$ cat config.mk
export PLATFORM = sky130hd
export DESIGN_NAME = tap_scan_port
export DESIGN_NICKNAME = d
export VERILOG_FILES = /design/src/rtl/tap_pkg.sv /design/src/rtl/tap_fsm.sv /design/src/rtl/tap_ir.sv /design/src/rtl/tap_dr.sv /design/src/rtl/tap_scan_port.sv
export SDC_FILE = /design/constraint.sdc
export NUM_CORES = 1
export LEC_CHECK = 0
export CAP_MARGIN = 0
export CORE_MARGIN = 2
export CORE_UTILIZATION = 40
export CTS_CLUSTER_SIZE = 40
export DETAILED_ROUTE_END_ITERATION = 7
export PLACE_DENSITY = 0.6
export SLEW_MARGIN = 40
export SYNTH_ARGS = -nofsm -noshare
export SYNTH_HDL_FRONTEND = slang
export SYNTH_SLANG_ARGS = --single-unit
$ cat constraint.sdc
create_clock -name tck -period 2.13 [get_ports tck]
set_clock_uncertainty 0.05 [all_clocks]
set_input_delay 0.426 -clock tck [delete_from_list [all_inputs] [get_ports tck]]
set_output_delay 0.426 -clock tck [all_outputs]
set_load 0.02 [all_outputs]
$ cat src/rtl/tap_pkg.sv
`timescale 1ns/1ps
package tap_pkg;

    typedef enum logic [3:0] {
        TS_RESET  = 4'd0,
        TS_IDLE   = 4'd1,
        TS_SEL_DR = 4'd2,
        TS_CAP_DR = 4'd3,
        TS_SHF_DR = 4'd4,
        TS_EX1_DR = 4'd5,
        TS_PAU_DR = 4'd6,
        TS_EX2_DR = 4'd7,
        TS_UPD_DR = 4'd8,
        TS_SEL_IR = 4'd9,
        TS_CAP_IR = 4'd10,
        TS_SHF_IR = 4'd11,
        TS_EX1_IR = 4'd12,
        TS_PAU_IR = 4'd13,
        TS_EX2_IR = 4'd14,
        TS_UPD_IR = 4'd15
    } tap_state_e;

    localparam int IR_W = 3;
    localparam int ID_W = 32;
    typedef logic [IR_W-1:0] ir_t;

    localparam ir_t OP_EXT = 3'b000;
    localparam ir_t OP_IDC = 3'b001;
    localparam ir_t OP_SMZ = 3'b010;
    localparam ir_t OP_SMP = 3'b100;
    localparam ir_t OP_BYP = 3'b111;
    localparam ir_t IR_CAPTURE = 3'b001;

    typedef enum logic [1:0] {
        CH_BYPASS = 2'd0,
        CH_IDENT  = 2'd1,
        CH_BOUND  = 2'd2
    } chain_e;

endpackage

$ cat src/rtl/tap_fsm.sv
`timescale 1ns/1ps
module tap_fsm
    import tap_pkg::*;
(
    input  logic       tck,
    input  logic       por_n,
    input  logic       tms,
    output tap_state_e state_o
);

    typedef struct packed {
        tap_state_e st;
    } fsm_regs_t;

    fsm_regs_t fsm_d, fsm_q;

    always_comb begin
        fsm_d = fsm_q;
        unique case (fsm_q.st)
            TS_RESET:  fsm_d.st = tms ? TS_RESET  : TS_IDLE;
            TS_IDLE:   fsm_d.st = tms ? TS_SEL_DR : TS_IDLE;
            TS_SEL_DR: fsm_d.st = tms ? TS_SEL_IR : TS_CAP_DR;
            TS_CAP_DR: fsm_d.st = tms ? TS_EX1_DR : TS_SHF_DR;
            TS_SHF_DR: fsm_d.st = tms ? TS_EX1_DR : TS_SHF_DR;
            TS_EX1_DR: fsm_d.st = tms ? TS_UPD_DR : TS_PAU_DR;
            TS_PAU_DR: fsm_d.st = tms ? TS_EX2_DR : TS_PAU_DR;
            TS_EX2_DR: fsm_d.st = tms ? TS_UPD_DR : TS_SHF_DR;
            TS_UPD_DR: fsm_d.st = tms ? TS_SEL_DR : TS_IDLE;
            TS_SEL_IR: fsm_d.st = tms ? TS_RESET  : TS_CAP_IR;
            TS_CAP_IR: fsm_d.st = tms ? TS_EX1_IR : TS_SHF_IR;
            TS_SHF_IR: fsm_d.st = tms ? TS_EX1_IR : TS_SHF_IR;
            TS_EX1_IR: fsm_d.st = tms ? TS_UPD_IR : TS_PAU_IR;
            TS_PAU_IR: fsm_d.st = tms ? TS_EX2_IR : TS_PAU_IR;
            TS_EX2_IR: fsm_d.st = tms ? TS_UPD_IR : TS_SHF_IR;
            TS_UPD_IR: fsm_d.st = tms ? TS_SEL_DR : TS_IDLE;
            default:   fsm_d.st = TS_RESET;
        endcase
    end

    always_ff @(posedge tck or negedge por_n) begin
        if (!por_n) fsm_q <= '{st: TS_RESET};
        else        fsm_q <= fsm_d;
    end

    assign state_o = fsm_q.st;

endmodule

$ cat src/rtl/tap_ir.sv
`timescale 1ns/1ps
module tap_ir
    import tap_pkg::*;
(
    input  logic       tck,
    input  logic       por_n,
    input  logic       tdi,
    input  tap_state_e state_i,
    output ir_t        ir_act_o,
    output logic       ir_lsb_o,
    output chain_e     chain_o,
    output logic       hiz_o
);

    typedef struct packed {
        ir_t shf;
        ir_t act;
    } ir_regs_t;

    ir_regs_t ir_d, ir_q;

    always_comb begin
        ir_d = ir_q;
        case (state_i)
            TS_RESET:  ir_d.act = OP_IDC;
            TS_CAP_IR: ir_d.shf = IR_CAPTURE;
            TS_SHF_IR: ir_d.shf = {tdi, ir_q.shf[IR_W-1:1]};
            TS_UPD_IR: ir_d.act = ir_q.shf;
            default:   ;
        endcase
    end

    always_ff @(posedge tck or negedge por_n) begin
        if (!por_n) ir_q <= '{shf: IR_CAPTURE, act: OP_IDC};
        else        ir_q <= ir_d;
    end

    // Decode of the active instruction; unassigned codes fall to bypass.
    always_comb begin
        chain_o = CH_BYPASS;
        hiz_o   = 1'b0;
        case (ir_q.act)
            OP_EXT, OP_SMZ: begin
                chain_o = CH_BOUND;
                hiz_o   = 1'b1;
            end
            OP_SMP:  chain_o = CH_BOUND;
            OP_IDC:  chain_o = CH_IDENT;
            default: chain_o = CH_BYPASS;
        endcase
    end

    assign ir_act_o = ir_q.act;
    assign ir_lsb_o = ir_q.shf[0];

endmodule

$ cat src/rtl/tap_dr.sv
`timescale 1ns/1ps
module tap_dr
    import tap_pkg::*;
#(
    parameter int          BSR_W    = 51,
    parameter logic [3:0]  ID_REV   = 4'h1,
    parameter logic [4:0]  ID_DEPTH = 5'h0A,
    parameter logic [4:0]  ID_WIDTH = 5'h03,
    parameter logic [5:0]  ID_DEV   = 6'h00
) (
    input  logic             tck,
    input  logic             por_n,
    input  logic             tdi,
    input  tap_state_e       state_i,
    input  chain_e           chain_i,
    input  logic [BSR_W-1:0] pin_snap_i,
    output logic             dr_lsb_o
);

    localparam logic [10:0]     VENDOR  = 11'b00000110100;
    localparam logic [ID_W-1:0] ID_WORD = {ID_REV, ID_DEPTH, ID_WIDTH, ID_DEV, VENDOR, 1'b1};

    typedef struct packed {
        logic             byp;
        logic [ID_W-1:0]  idr;
        logic [BSR_W-1:0] bsr;
    } dr_regs_t;

    dr_regs_t dr_d, dr_q;

    always_comb begin
        dr_d = dr_q;
        if (state_i == TS_CAP_DR) begin
            case (chain_i)
                CH_IDENT: dr_d.idr = ID_WORD;
                CH_BOUND: dr_d.bsr = pin_snap_i;
                default:  dr_d.byp = 1'b0;
            endcase
        end else if (state_i == TS_SHF_DR) begin
            case (chain_i)
                CH_IDENT: dr_d.idr = {tdi, dr_q.idr[ID_W-1:1]};
                CH_BOUND: dr_d.bsr = {tdi, dr_q.bsr[BSR_W-1:1]};
                default:  dr_d.byp = tdi;
            endcase
        end
    end

    always_ff @(posedge tck or negedge por_n) begin
        if (!por_n) dr_q <= '{byp: 1'b0, idr: ID_WORD, bsr: '0};
        else        dr_q <= dr_d;
    end

    always_comb begin
        case (chain_i)
            CH_IDENT: dr_lsb_o = dr_q.idr[0];
            CH_BOUND: dr_lsb_o = dr_q.bsr[0];
            default:  dr_lsb_o = dr_q.byp;
        endcase
    end

endmodule

$ cat src/rtl/tap_scan_port.sv
`timescale 1ns/1ps
module tap_scan_port
    import tap_pkg::*;
#(
    parameter int          BSR_W    = 51,
    parameter logic [3:0]  ID_REV   = 4'h1,
    parameter logic [4:0]  ID_DEPTH = 5'h0A,
    parameter logic [4:0]  ID_WIDTH = 5'h03,
    parameter logic [5:0]  ID_DEV   = 6'h00
) (
    input  logic             tck,
    input  logic             por_n,
    input  logic             tms,
    input  logic             tdi,
    input  logic [BSR_W-1:0] pin_snap,
    output logic             tdo,
    output logic             tdo_oe,
    output logic             outputs_hiz
);

    tap_state_e st;
    ir_t        ir_act;
    logic       ir_lsb;
    logic       dr_lsb;
    chain_e     chain;

    tap_fsm u_fsm (
        .tck     (tck),
        .por_n   (por_n),
        .tms     (tms),
        .state_o (st)
    );

    tap_ir u_ir (
        .tck      (tck),
        .por_n    (por_n),
        .tdi      (tdi),
        .state_i  (st),
        .ir_act_o (ir_act),
        .ir_lsb_o (ir_lsb),
        .chain_o  (chain),
        .hiz_o    (outputs_hiz)
    );

    tap_dr #(
        .BSR_W    (BSR_W),
        .ID_REV   (ID_REV),
        .ID_DEPTH (ID_DEPTH),
        .ID_WIDTH (ID_WIDTH),
        .ID_DEV   (ID_DEV)
    ) u_dr (
        .tck        (tck),
        .por_n      (por_n),
        .tdi        (tdi),
        .state_i    (st),
        .chain_i    (chain),
        .pin_snap_i (pin_snap),
        .dr_lsb_o   (dr_lsb)
    );

    // Falling-edge launch stage for the serial output and its enable.
    typedef struct packed {
        logic dat;
        logic oe;
    } out_regs_t;

    out_regs_t out_d, out_q;

    always_comb begin
        out_d = '0;
        if (st == TS_SHF_IR)      out_d = '{dat: ir_lsb, oe: 1'b1};
        else if (st == TS_SHF_DR) out_d = '{dat: dr_lsb, oe: 1'b1};
    end

    always_ff @(negedge tck or negedge por_n) begin
        if (!por_n) out_q <= '0;
        else        out_q <= out_d;
    end

    assign tdo    = out_q.dat;
    assign tdo_oe = out_q.oe;

endmodule

# Word level (Yosys, flattened, before mapping)
# Index checks and enable logic that the tools add are counted.
[word_totals]
elab_cells = 72
output_inout_bits = 3
reg_bits = 96
[op_classes]
eq_ne = 22
muxes = 28
reduce_logical = 14
[op_table]
columns = ["cell", "count"]
rows = [
  ["84-bit two-way mux", 2],
  ["51-bit two-way mux", 2],
  ["32-bit two-way mux", 2],
  ["4-bit case mux with 12 select lines", 1],
  ["4-bit == test, second input constant", 8],
  ["4-bit by 3-bit == test with 1-bit output, second input constant", 4],
  ["4-bit two-way mux", 4],
  ["3-bit case mux with 2 select lines", 2],
  ["2-bit two-way mux", 5],
  ["4-bit by 2-bit == test with 1-bit output, second input constant", 2],
  ["2-bit OR reduction", 4],
  ["1-bit two-way mux", 6],
  ["3-bit two-way mux", 2],
  ["2-bit nonzero test", 3],
  ["3-bit OR reduction", 2],
  ["4-bit by 1-bit == test with 1-bit output, second input constant", 1],
  ["4-bit zero test", 1],
  ["2-bit != test, second input constant", 2],
  ["2-bit case mux with 2 select lines", 1],
  ["2-bit AND reduction", 2],
  ["3-bit by 1-bit == test with 1-bit output, second input constant", 1],
  ["3-bit by 2-bit == test with 1-bit output, second input constant", 1],
  ["3-bit == test, second input constant", 1],
  ["3-bit zero test", 1],
  ["4 further kinds", 4],
]

# Depth between registers and ports, before layout
# Gate-level depths: netlist of run 1.
[depth]
ltp_word = 8
mapped_depth = 8
depth_no_buf = 8

# Hierarchy
# Synthesis of run 1 repeated with hierarchy kept, for this count alone.
[unflattened]
cells_unflattened = 378
area_unflattened_um2 = 4787.1
[by_module_without_submodules]
columns = ["mod", "area_each_um2", "seq_area_each_um2", "instances", "cells_each"]
rows = [
  ["tap_dr", 4062.6, 2113.3, 1, 298],
  ["tap_ir", 317.8, 152.6, 1, 35],
  ["tap_fsm", 314.1, 100.1, 1, 37],
  ["tap_scan_port", 92.6, 50.0, 1, 8],
]

==> out/results.tsv, run 1 <==
metric	value	unit
Starting Density	0.4059	
Final nets	573	
Yosys reg bits	96	
Clock Latency Late Sink	0.33	ns
Worst-path clk slew	0.07	ns
Residual DRC	0	
reg2reg path depth	7	
Yosys warnings	0	
CTS Buf Count	9	
Synth async-reset ratio	1.000	
CTS tree	yes	
Most used DFF post-synth	dfrtp_1	
io pins	58	
total power	7690	uW
Sink Count	96	
Port-buffer cells	57	
cell at the root of the clock tree	clkbuf_16	
final worst setup slack	-0.5423	ns
Total GRT Usage	0.1504	
sequential element share of the synthesized area	0.5280	
RePlAce Congestion	0.7687	
RSZ-0062 raised after global routing	yes	
hold depth	2	
via count	3283	
peak supply drop	616.0	uV
worst path required time	1.20	ns
Synth cell types	39	
initial antenna violation count	0	
# diodes	0	
final setup violation count	3	
Avg Synthesized Cell Area	10.10	um^2
vias in the first global route	3213	
CP arrival	1.75	ns
chip width	111.0	um
GR Overflow Total	0	
Routed WL	8.828	mm
HP Class	reg2reg	
Power Density	1327	mW/mm^2
fin util	0.5139	
global-route wire length before repair	15.38	mm
maxcap violations	0	
Yosys top cell area share	0.4539	
core area	0.01127	mm^2
initial DRC count	239	
most numerous cell in the Yosys netlist	nand2_1	
Vias/cell	4.944	
Leakage	0.002472	uW
Post-synth EDFFs	0	
buffer depth of the longest clock path	2	
die height	111.0	um
setup slack, reg-to-reg	-0.54	ns
antenna viol nets, final	0	
cells after synthesis	453	
Synth area leaders	dfrtp_1 45%, mux2i_1 11%, nand2_1 9.7%	
Hold Violations, Final	0	
htree depth	3	
CP Launch Type	flip-flop	
largest net degree at the start of global routing	85	
dominant cell type by area after synthesis	dfrtp_1	
Mapped Area	0.004576	mm^2
P&R area growth vs syn	26.61	%
cell row count	39	
outcome	finished, violations left	
critical path fanouts, max	2	
WS Path Type	reg2reg	
max-slew violations	0	
slew margin rel.	0.5819	
dpl hpwl	5.772	mm
actual slew at the worst max-slew pin	0.6247	ns
Syn Nets	510	
CP endpoint kind	flip-flop	
DR WL/cell	13.30	um
failing checks	negative setup slack	
Commonest cells post-synth	118 x nand2_1, 83 x dfrtp_1, 56 x o21ai_0	
DIE AREA	0.01231	mm^2
fraction of layout cells with a size suffix above 1	0.1881	
Detailed Routing Iterations Pass 1	4	
## state kept, by name (all words and copies together) (netlist names)
register / count
u_dr.dr_q: 84
u_ir.ir_lsb_o: 1
tdo_oe: 1
u_fsm.state_o: 4
u_ir.ir_act_o: 3
u_ir.ir_q: 2
tdo: 1
## worst max-delay path, cell delays in order, from the launching register on
cell	delay (ns)
dfstp_2	0.54
inv_2	0.04
or3_4	0.34
ha_4	0.17
a22oi_2	0.15
o21ai_1	0.08
nand2_1	0.06
nand2_1	0.04
## repair_timing
item,CTS,global route
endpoints found under the hold margin,8,0
setup endpoints to repair,4,6
buffers inserted,2,0
cloned,0,1
hold buffers,1,0
resized for setup,16,4
## per-stage QoR
step	area, um^2	hold WS, ns	worst slack, ns	TNS (ns)	instances
global placement	5359	0.2458	-0.5743	-1.359	644
floorplan	4594	0.08041	-0.5435	-0.5464	453
detailed placement	5359	0.2469	-0.6161	-1.373	644
finish	5793	0.4163	-0.5423	-1.095	664
global route	5793	0.4409	-0.6533	-1.282	664
CTS	5756	0.4213	-0.5581	-1.128	663
## cell usage in the layout (no fill, tap or decap), drive strengths merged, types with 2 or more instances in the layout
cell,Yosys,final
nand2,118,118
dfrtn,2,2
nand4,2,2
dfrtp,83,83
nand3,2,2
a21oi,6,6
buf,20,29
clkbuf,13,10
a211o,2,2
ha,2,2
clkdlybuf4s50,0,53
dfstp,11,11
nand2b,2,2
o22ai,2,2
nor2,18,18
inv,6,9
bufinv,0,3
mux2i,50,50
nor2b,5,5
o21ai,92,92
or3,2,2
a221oi,2,2
## cells by family after synthesis
kind of cell               synth area share
DFF                                  0.5280
buffers and inverters               0.05578
xor gates and xnor gates           0.001914
AOI/OAI and AO/OA                    0.1575
adders and majority gates          0.005468
muxes                                0.1118
and+or+nand+nor                      0.1395
## worst paths after layout
kind | startpoint | endpoint
worst max-delay path | u_ir.ir_act_o[0] | tdo
worst min-delay path | u_dr.dr_q[75] | u_dr.dr_q[75]
worst max register to register | u_ir.ir_act_o[0] | tdo
worst min register to register | u_dr.dr_q[75] | u_dr.dr_q[75]
max in group asynchronous | por_n | tdo
min in group asynchronous | por_n | u_dr.dr_q[35]
## routing by layer
metal / GRT usage / up-vias / part of all wire / routed length, um
met4: 0.04167 / 0 / 0.013 / 116
met5: 0 / - / 0 / 0
met3: 0.03116 / 12 / 0.032 / 279
met1: 0.2168 / 1541 / 0.50 / 4395
li1: - / 1678 / - / -
met2: 0.2315 / 52 / 0.46 / 4038
## power breakdown
part	leakage (uW)	switching, uW	total [uW]	internal (uW)
Clock	0.000167	717	1880	1160
Combinational	0.00117	1470	2760	1290
Sequential	0.00114	420	3060	2640
## area by class of cell
class	instances	area [um^2]
Clock inverter	7	123.9
Fill cell	1034	5479
Tap cell	143	178.9
Sequential cell	96	2416
Inverter	6	22.52
Multi-Input combinational cell	318	1944
Timing Repair Buffer	85	882.1
Clock buffer	9	225.2
Power figures use the tool's default switching activity.
==> run 2, diff against run 1 <==
==> constraint.sdc (replaced) <==
create_clock -name tck -period 2.8 [get_ports tck]
set_clock_uncertainty 0.05 [all_clocks]
set_input_delay 0.56 -clock tck [delete_from_list [all_inputs] [get_ports tck]]
set_output_delay 0.56 -clock tck [all_outputs]
set_load 0.02 [all_outputs]
==> run 2 against run 1 <==
Effect of this change:
- count of clock-buffer cells in the layout up 1
- the run still ends with negative setup slack left
- clock power down 29%
- global-route usage is 0.14 points higher
- combinational power is 32% lower
- critical path depth is the same
- power decreased by 27%
- worst hold slack got worse by 0.34 ns
- non-clock buffer count shrank 9
- core utilization fell by 1.6 points
- routed wire length shrank 3.3%
- largest power group unchanged
- first-iteration DRC count decreased by 28%
==> out/results.tsv, run 2 (same netlist as run 1, synthesis figures left out) <==
metric	value	unit	change
buffer depth of the longest clock path	2		unchanged
slew margin rel.	0.5022		was 0.5819
Total GRT Usage	0.1518		was 0.1504
Sink Count	96		unchanged
Clock Latency Late Sink	0.34	ns	was 0.33 ns
Vias/cell	4.939		was 4.944
RSZ-0062 raised after global routing	yes		unchanged
Final nets	564		was 573
uppermost layer routed	met4		unchanged
most frequent cells in the layout	118 x nand2_1, 83 x dfrtp_1, 55 x o21ai_0, 54 x clkdlybuf4s50_1, 50 x mux2i_1		was 118 x nand2_1, 83 x dfrtp_1, 55 x o21ai_0, 53 x clkdlybuf4s50_1, 50 x mux2i_1
fraction of layout cells with a size suffix above 1	0.1719		was 0.1881
htree depth	3		unchanged
global-route wire length before repair	15.28	mm	was 15.38 mm
dpl hpwl	5.917	mm	was 5.772 mm
antenna viol nets, final	0		unchanged
largest net degree at the start of global routing	54		was 85
final setup violation count	3		unchanged
peak supply drop	611.6	uV	was 616.0 uV
CTS Buf Count	9		unchanged
Power Density	993.8	mW/mm^2	was 1327 mW/mm^2
io pins	58		unchanged
Hold Violations, Final	0		unchanged
GR Overflow Total	0		unchanged
critical path fanouts, max	2		unchanged
DIE AREA	0.01231	mm^2	unchanged
Leakage	0.002370	uW	was 0.002472 uW
cell row count	39		unchanged
initial antenna violation count	0		unchanged
Routed WL	8.535	mm	was 8.828 mm
CP arrival	1.75	ns	about the same
actual slew at the worst max-slew pin	0.7439	ns	was 0.6247 ns
Detailed Routing Iterations Pass 1	4		unchanged
CTS tree	yes		unchanged
core area	0.01127	mm^2	unchanged
hold_buf cts	0		was 1
Biggest register	u_dr.dr_q		unchanged
cell at the root of the clock tree	clkbuf_16		unchanged
RePlAce Congestion	0.7707		was 0.7687
die height	111.0	um	unchanged
Post-CTS Setup Inserts	0		was 2
fin util	0.4981		was 0.5139
HP Class	in2async		was reg2reg
DR WL/cell	13.03	um	was 13.30 um
Residual DRC	0		unchanged
# diodes	0		unchanged
WS Path Type	reg2reg		unchanged
CP Launch Type	flip-flop		unchanged
max reg flops	84		unchanged
initial DRC count	173		was 239
Port-buffer cells	57		unchanged
met3 WL	257	um	was 279 um
commonest non-fill, non-tap cell in the layout	nand2_1		unchanged
vias in the first global route	3255		was 3213
M1 WL	4.059	mm	was 4.395 mm
Worst-path clk slew	0.07	ns	about the same
CP endpoint kind	flip-flop		unchanged
via count	3235		was 3283
worst path required time	1.54	ns	was 1.20 ns
hold_ws	0.07529	ns	was 0.4163 ns
Starting Density	0.4059		unchanged
routed length on met2	4.077	mm	was 4.038 mm
maxcap violations	0		unchanged
outcome	finished, violations left		unchanged
reg2reg path depth	7		unchanged
final worst setup slack	-0.2108	ns	was -0.5423 ns
max-slew violations	0		unchanged
chip width	111.0	um	unchanged
P&R area growth vs syn	22.70	%	was 26.61%
post-CTS sizing	16		unchanged
failing checks	negative setup slack		unchanged
[run 2: power breakdown]
group | leakage (uW) | switching (uW) | internal [uW]
Clock | 0.000161 | 541 | 800
Combinational | 0.00107 | 1030 | 849
Sequential | 0.00114 | 355 | 2000
Total | 0.00237 | 1930 | 3650
[run 2: cell type report]
class	count	area (um^2)
tap	143	178.9
fill	1062	5658
timing repair buffer	76	725.7
inverter	6	22.52
sequential	96	2416
clock buffer	10	229.0
multi-input combinational	318	1942
clock inverter	6	100.1
[run 2: worst paths after layout]
kind                                         end  slack [ns]              from
worst max-delay path                         tdo       -0.21  u_ir.ir_act_o[0]
worst min-delay path            u_fsm.state_o[3]        0.08             por_n
worst max register to register               tdo       -0.21  u_ir.ir_act_o[0]
worst min register to register     u_dr.dr_q[75]        0.41     u_dr.dr_q[75]
max in group asynchronous                    tdo        1.05             por_n
min in group tck                   u_dr.dr_q[75]        0.41     u_dr.dr_q[75]
[run 2: layer usage]
metal	GRT usage	vias to the layer above
li1	-	1659
met1	0.2006	1521
met2	0.2438	46
met3	0.03609	9
met4	0.05750	0
met5	0	-
[run 2: critical path: stages, from the launching register on]
cell and delay [ns]:
dfstp_2 0.54, inv_2 0.04, or3_4 0.34, ha_4 0.17, a22oi_2 0.14, o21ai_1 0.07, nand2_1 0.06, nand2_1 0.05
[run 2: stage by stage]
stage               setup slack (ns)  power, uW  TNS (ns)  instances  area (um^2)
floorplan                    -0.2085       3776   -0.2085        453         4578
global placement             -0.2285       4179   -0.6060        639         5259
detailed placement           -0.2460       4262   -0.6167        639         5259
CTS                          -0.2076       5658   -0.3741        655         5610
global route                 -0.2959       6034   -0.4964        655         5614
finish                       -0.2108       5579   -0.3442        655         5614
==> run 3, diff against run 2 <==
--- a/config.mk
+++ b/config.mk
@@ -6,7 +6,7 @@
 export NUM_CORES = 1
 export LEC_CHECK = 0
 export CAP_MARGIN = 0
-export CORE_MARGIN = 2
+export CORE_MARGIN = 4
 export CORE_UTILIZATION = 40
 export CTS_CLUSTER_SIZE = 40
 export DETAILED_ROUTE_END_ITERATION = 7
==> run 3 against run 2 <==
Effect of this change:
- the run still ends with negative setup slack left
- worst hold slack improved by 0.15 ns
- non-clock buffer count unchanged
- via count down 0.25%
- final cell count decreased by 0.46%
- critical endpoint unchanged
==> out/results.tsv, run 3 (same netlist as run 1, synthesis figures left out) <==
metric	value	unit	change
maxcap violations	0		unchanged
Starting Density	0.4148		was 0.4059
slew margin rel.	0.5047		was 0.5022
HP Class	in2async		unchanged
multi-input logic area	0.001942	mm^2	unchanged
critical path fanouts, max	2		unchanged
Fillers	1050		was 1062
RePlAce Congestion	0.7325		was 0.7707
DR WL/cell	13.50	um	was 13.03 um
largest net degree at the start of global routing	57		was 54
peak supply drop	425.2	uV	was 611.6 uV
die height	115.0	um	was 111.0 um
final setup violation count	3		unchanged
Biggest register	u_dr.dr_q		unchanged
Residual DRC	0		unchanged
via count	3227		was 3235
CP Launch Type	flip-flop		unchanged
placed insts	635		was 639
outcome	finished, violations left		unchanged
Clock Latency Late Sink	0.34	ns	about the same
Worst-path clk slew	0.07	ns	about the same
max-slew violations	0		unchanged
Power Density	1013	mW/mm^2	was 993.8 mW/mm^2
worst path required time	1.54	ns	about the same
Routed WL	8.804	mm	was 8.535 mm
Leakage	0.002399	uW	was 0.002370 uW
Port-buffer cells	57		unchanged
actual slew at the worst max-slew pin	0.7429	ns	was 0.7439 ns
Final Cell Area	0.005680	mm^2	was 0.005614 mm^2
setup slack, reg-to-reg	-0.22	ns	was -0.21 ns
pre-CTS setup slack	-0.2721	ns	was -0.2460 ns
most frequent cells in the layout	118 x nand2_1, 83 x dfrtp_1, 55 x o21ai_0, 54 x clkdlybuf4s50_1, 50 x mux2i_1		unchanged
dpl hpwl	5.979	mm	was 5.917 mm
initial DRC count	80		was 173
failing checks	negative setup slack		unchanged
final worst setup slack	-0.2221	ns	was -0.2108 ns
fraction of layout cells with a size suffix above 1	0.1699		was 0.1719
Final nets	564		unchanged
chip width	115.0	um	was 111.0 um
cell row count	38		was 39
hold_buf cts	0		unchanged
global-route wire length before repair	15.19	mm	was 15.28 mm
CP arrival	1.76	ns	was 1.75 ns
Sink Count	96		unchanged
Hold Violations, Final	0		unchanged
core area	0.01103	mm^2	was 0.01127 mm^2
cell at the root of the clock tree	clkbuf_16		unchanged
initial antenna violation count	0		unchanged
max reg flops	84		unchanged
RSZ-0062 raised after global routing	yes		unchanged
GR Overflow Total	0		unchanged
WS Path Type	reg2reg		unchanged
antenna viol nets, final	0		unchanged
Total GRT Usage	0.1431		was 0.1518
Detailed Routing Iterations Pass 1	4		unchanged
io pins	58		unchanged
htree depth	3		unchanged
commonest non-fill, non-tap cell in the layout	nand2_1		unchanged
CTS Buf Count	9		unchanged
vias in the first global route	3228		was 3255
DIE AREA	0.01321	mm^2	was 0.01231 mm^2
CTS tree	yes		unchanged
Finished Layout Cells	652		was 655
storage element area	0.002416	mm^2	unchanged
P&R area growth vs syn	24.15	%	was 22.70%
buffer depth of the longest clock path	2		unchanged
CP endpoint kind	flip-flop		unchanged
post-place instance area	0.005285	mm^2	was 0.005259 mm^2
# diodes	0		unchanged
Vias/cell	4.949		was 4.939
setup_tns	-0.3699	ns	was -0.3442 ns
[run 3: changes by cell type in the layout (fill, tap and decap cells not counted), sizes merged]
cell,change
bufinv,+2
clkbuf,+1
inv,-3
[run 3: what timing repair did]
| item | CTS | global route |
|---|---|---|
| resized for setup | 16 | 1 |
| buffers inserted | 1 | 0 |
| endpoints found under the setup margin | 3 | 3 |
[run 3: path summary, 6_finish.rpt]
kind	cells past startpoint	start	to
max	7	u_ir.ir_act_o[0]	tdo
min	2	por_n	u_dr.dr_q[71]
max reg2reg	7	u_ir.ir_act_o[0]	tdo
min reg2reg	2	u_dr.dr_q[75]	u_dr.dr_q[75]
max in group asynchronous	1	por_n	tdo_oe
min in group tck	2	u_dr.dr_q[75]	u_dr.dr_q[75]
[run 3: cell type report]
| cell class | count | area share |
|---|---|---|
| inverter | 6 | 0.003965 |
| timing repair buffer | 76 | 0.1344 |
| clock buffer | 11 | 0.04097 |
| tap | 140 | 0.03084 |
| multi-input combinational | 318 | 0.3418 |
| clock inverter | 5 | 0.02269 |
| sequential | 96 | 0.4253 |
[run 3: where the power goes]
group | leakage, uW | total, uW | internal, uW | switching, uW
clock | 0.000174 | 1480 | 966 | 514
sequential | 0.00114 | 2360 | 2010 | 357
combinational | 0.00109 | 1910 | 877 | 1040
total | 0.00240 | 5760 | 3850 | 1910
[run 3: metal layers]
metal	global-route usage	wire [um]	vias to the layer above
li1	-	-	1646
met1	0.1942	4178	1504
met4	0.05164	178	0
met3	0.03947	453	17
met2	0.2203	3994	60
met5	0	0	-
[run 3: stage by stage]
stage / hold slack [ns] / utilization / total power, uW
2_1_floorplan: 0.2144 / - / 3776
3_3_place_gp: 0.4023 / 0.4791 / 4205
3_5_place_dp: 0.4090 / 0.4791 / 4287
4_1_cts: 0.2252 / 0.5146 / 5821
5_1_grt: 0.2451 / 0.5150 / 6233
6_report: 0.2204 / 0.5150 / 5756
[run 3: worst max-delay path: stages, from the launching register on]
cell and delay [ns]:
dfstp_2 0.53, inv_2 0.04, or3_4 0.34, ha_4 0.17, a22oi_2 0.14, o21ai_1 0.08
nand2_1 0.07, nand2_1 0.05
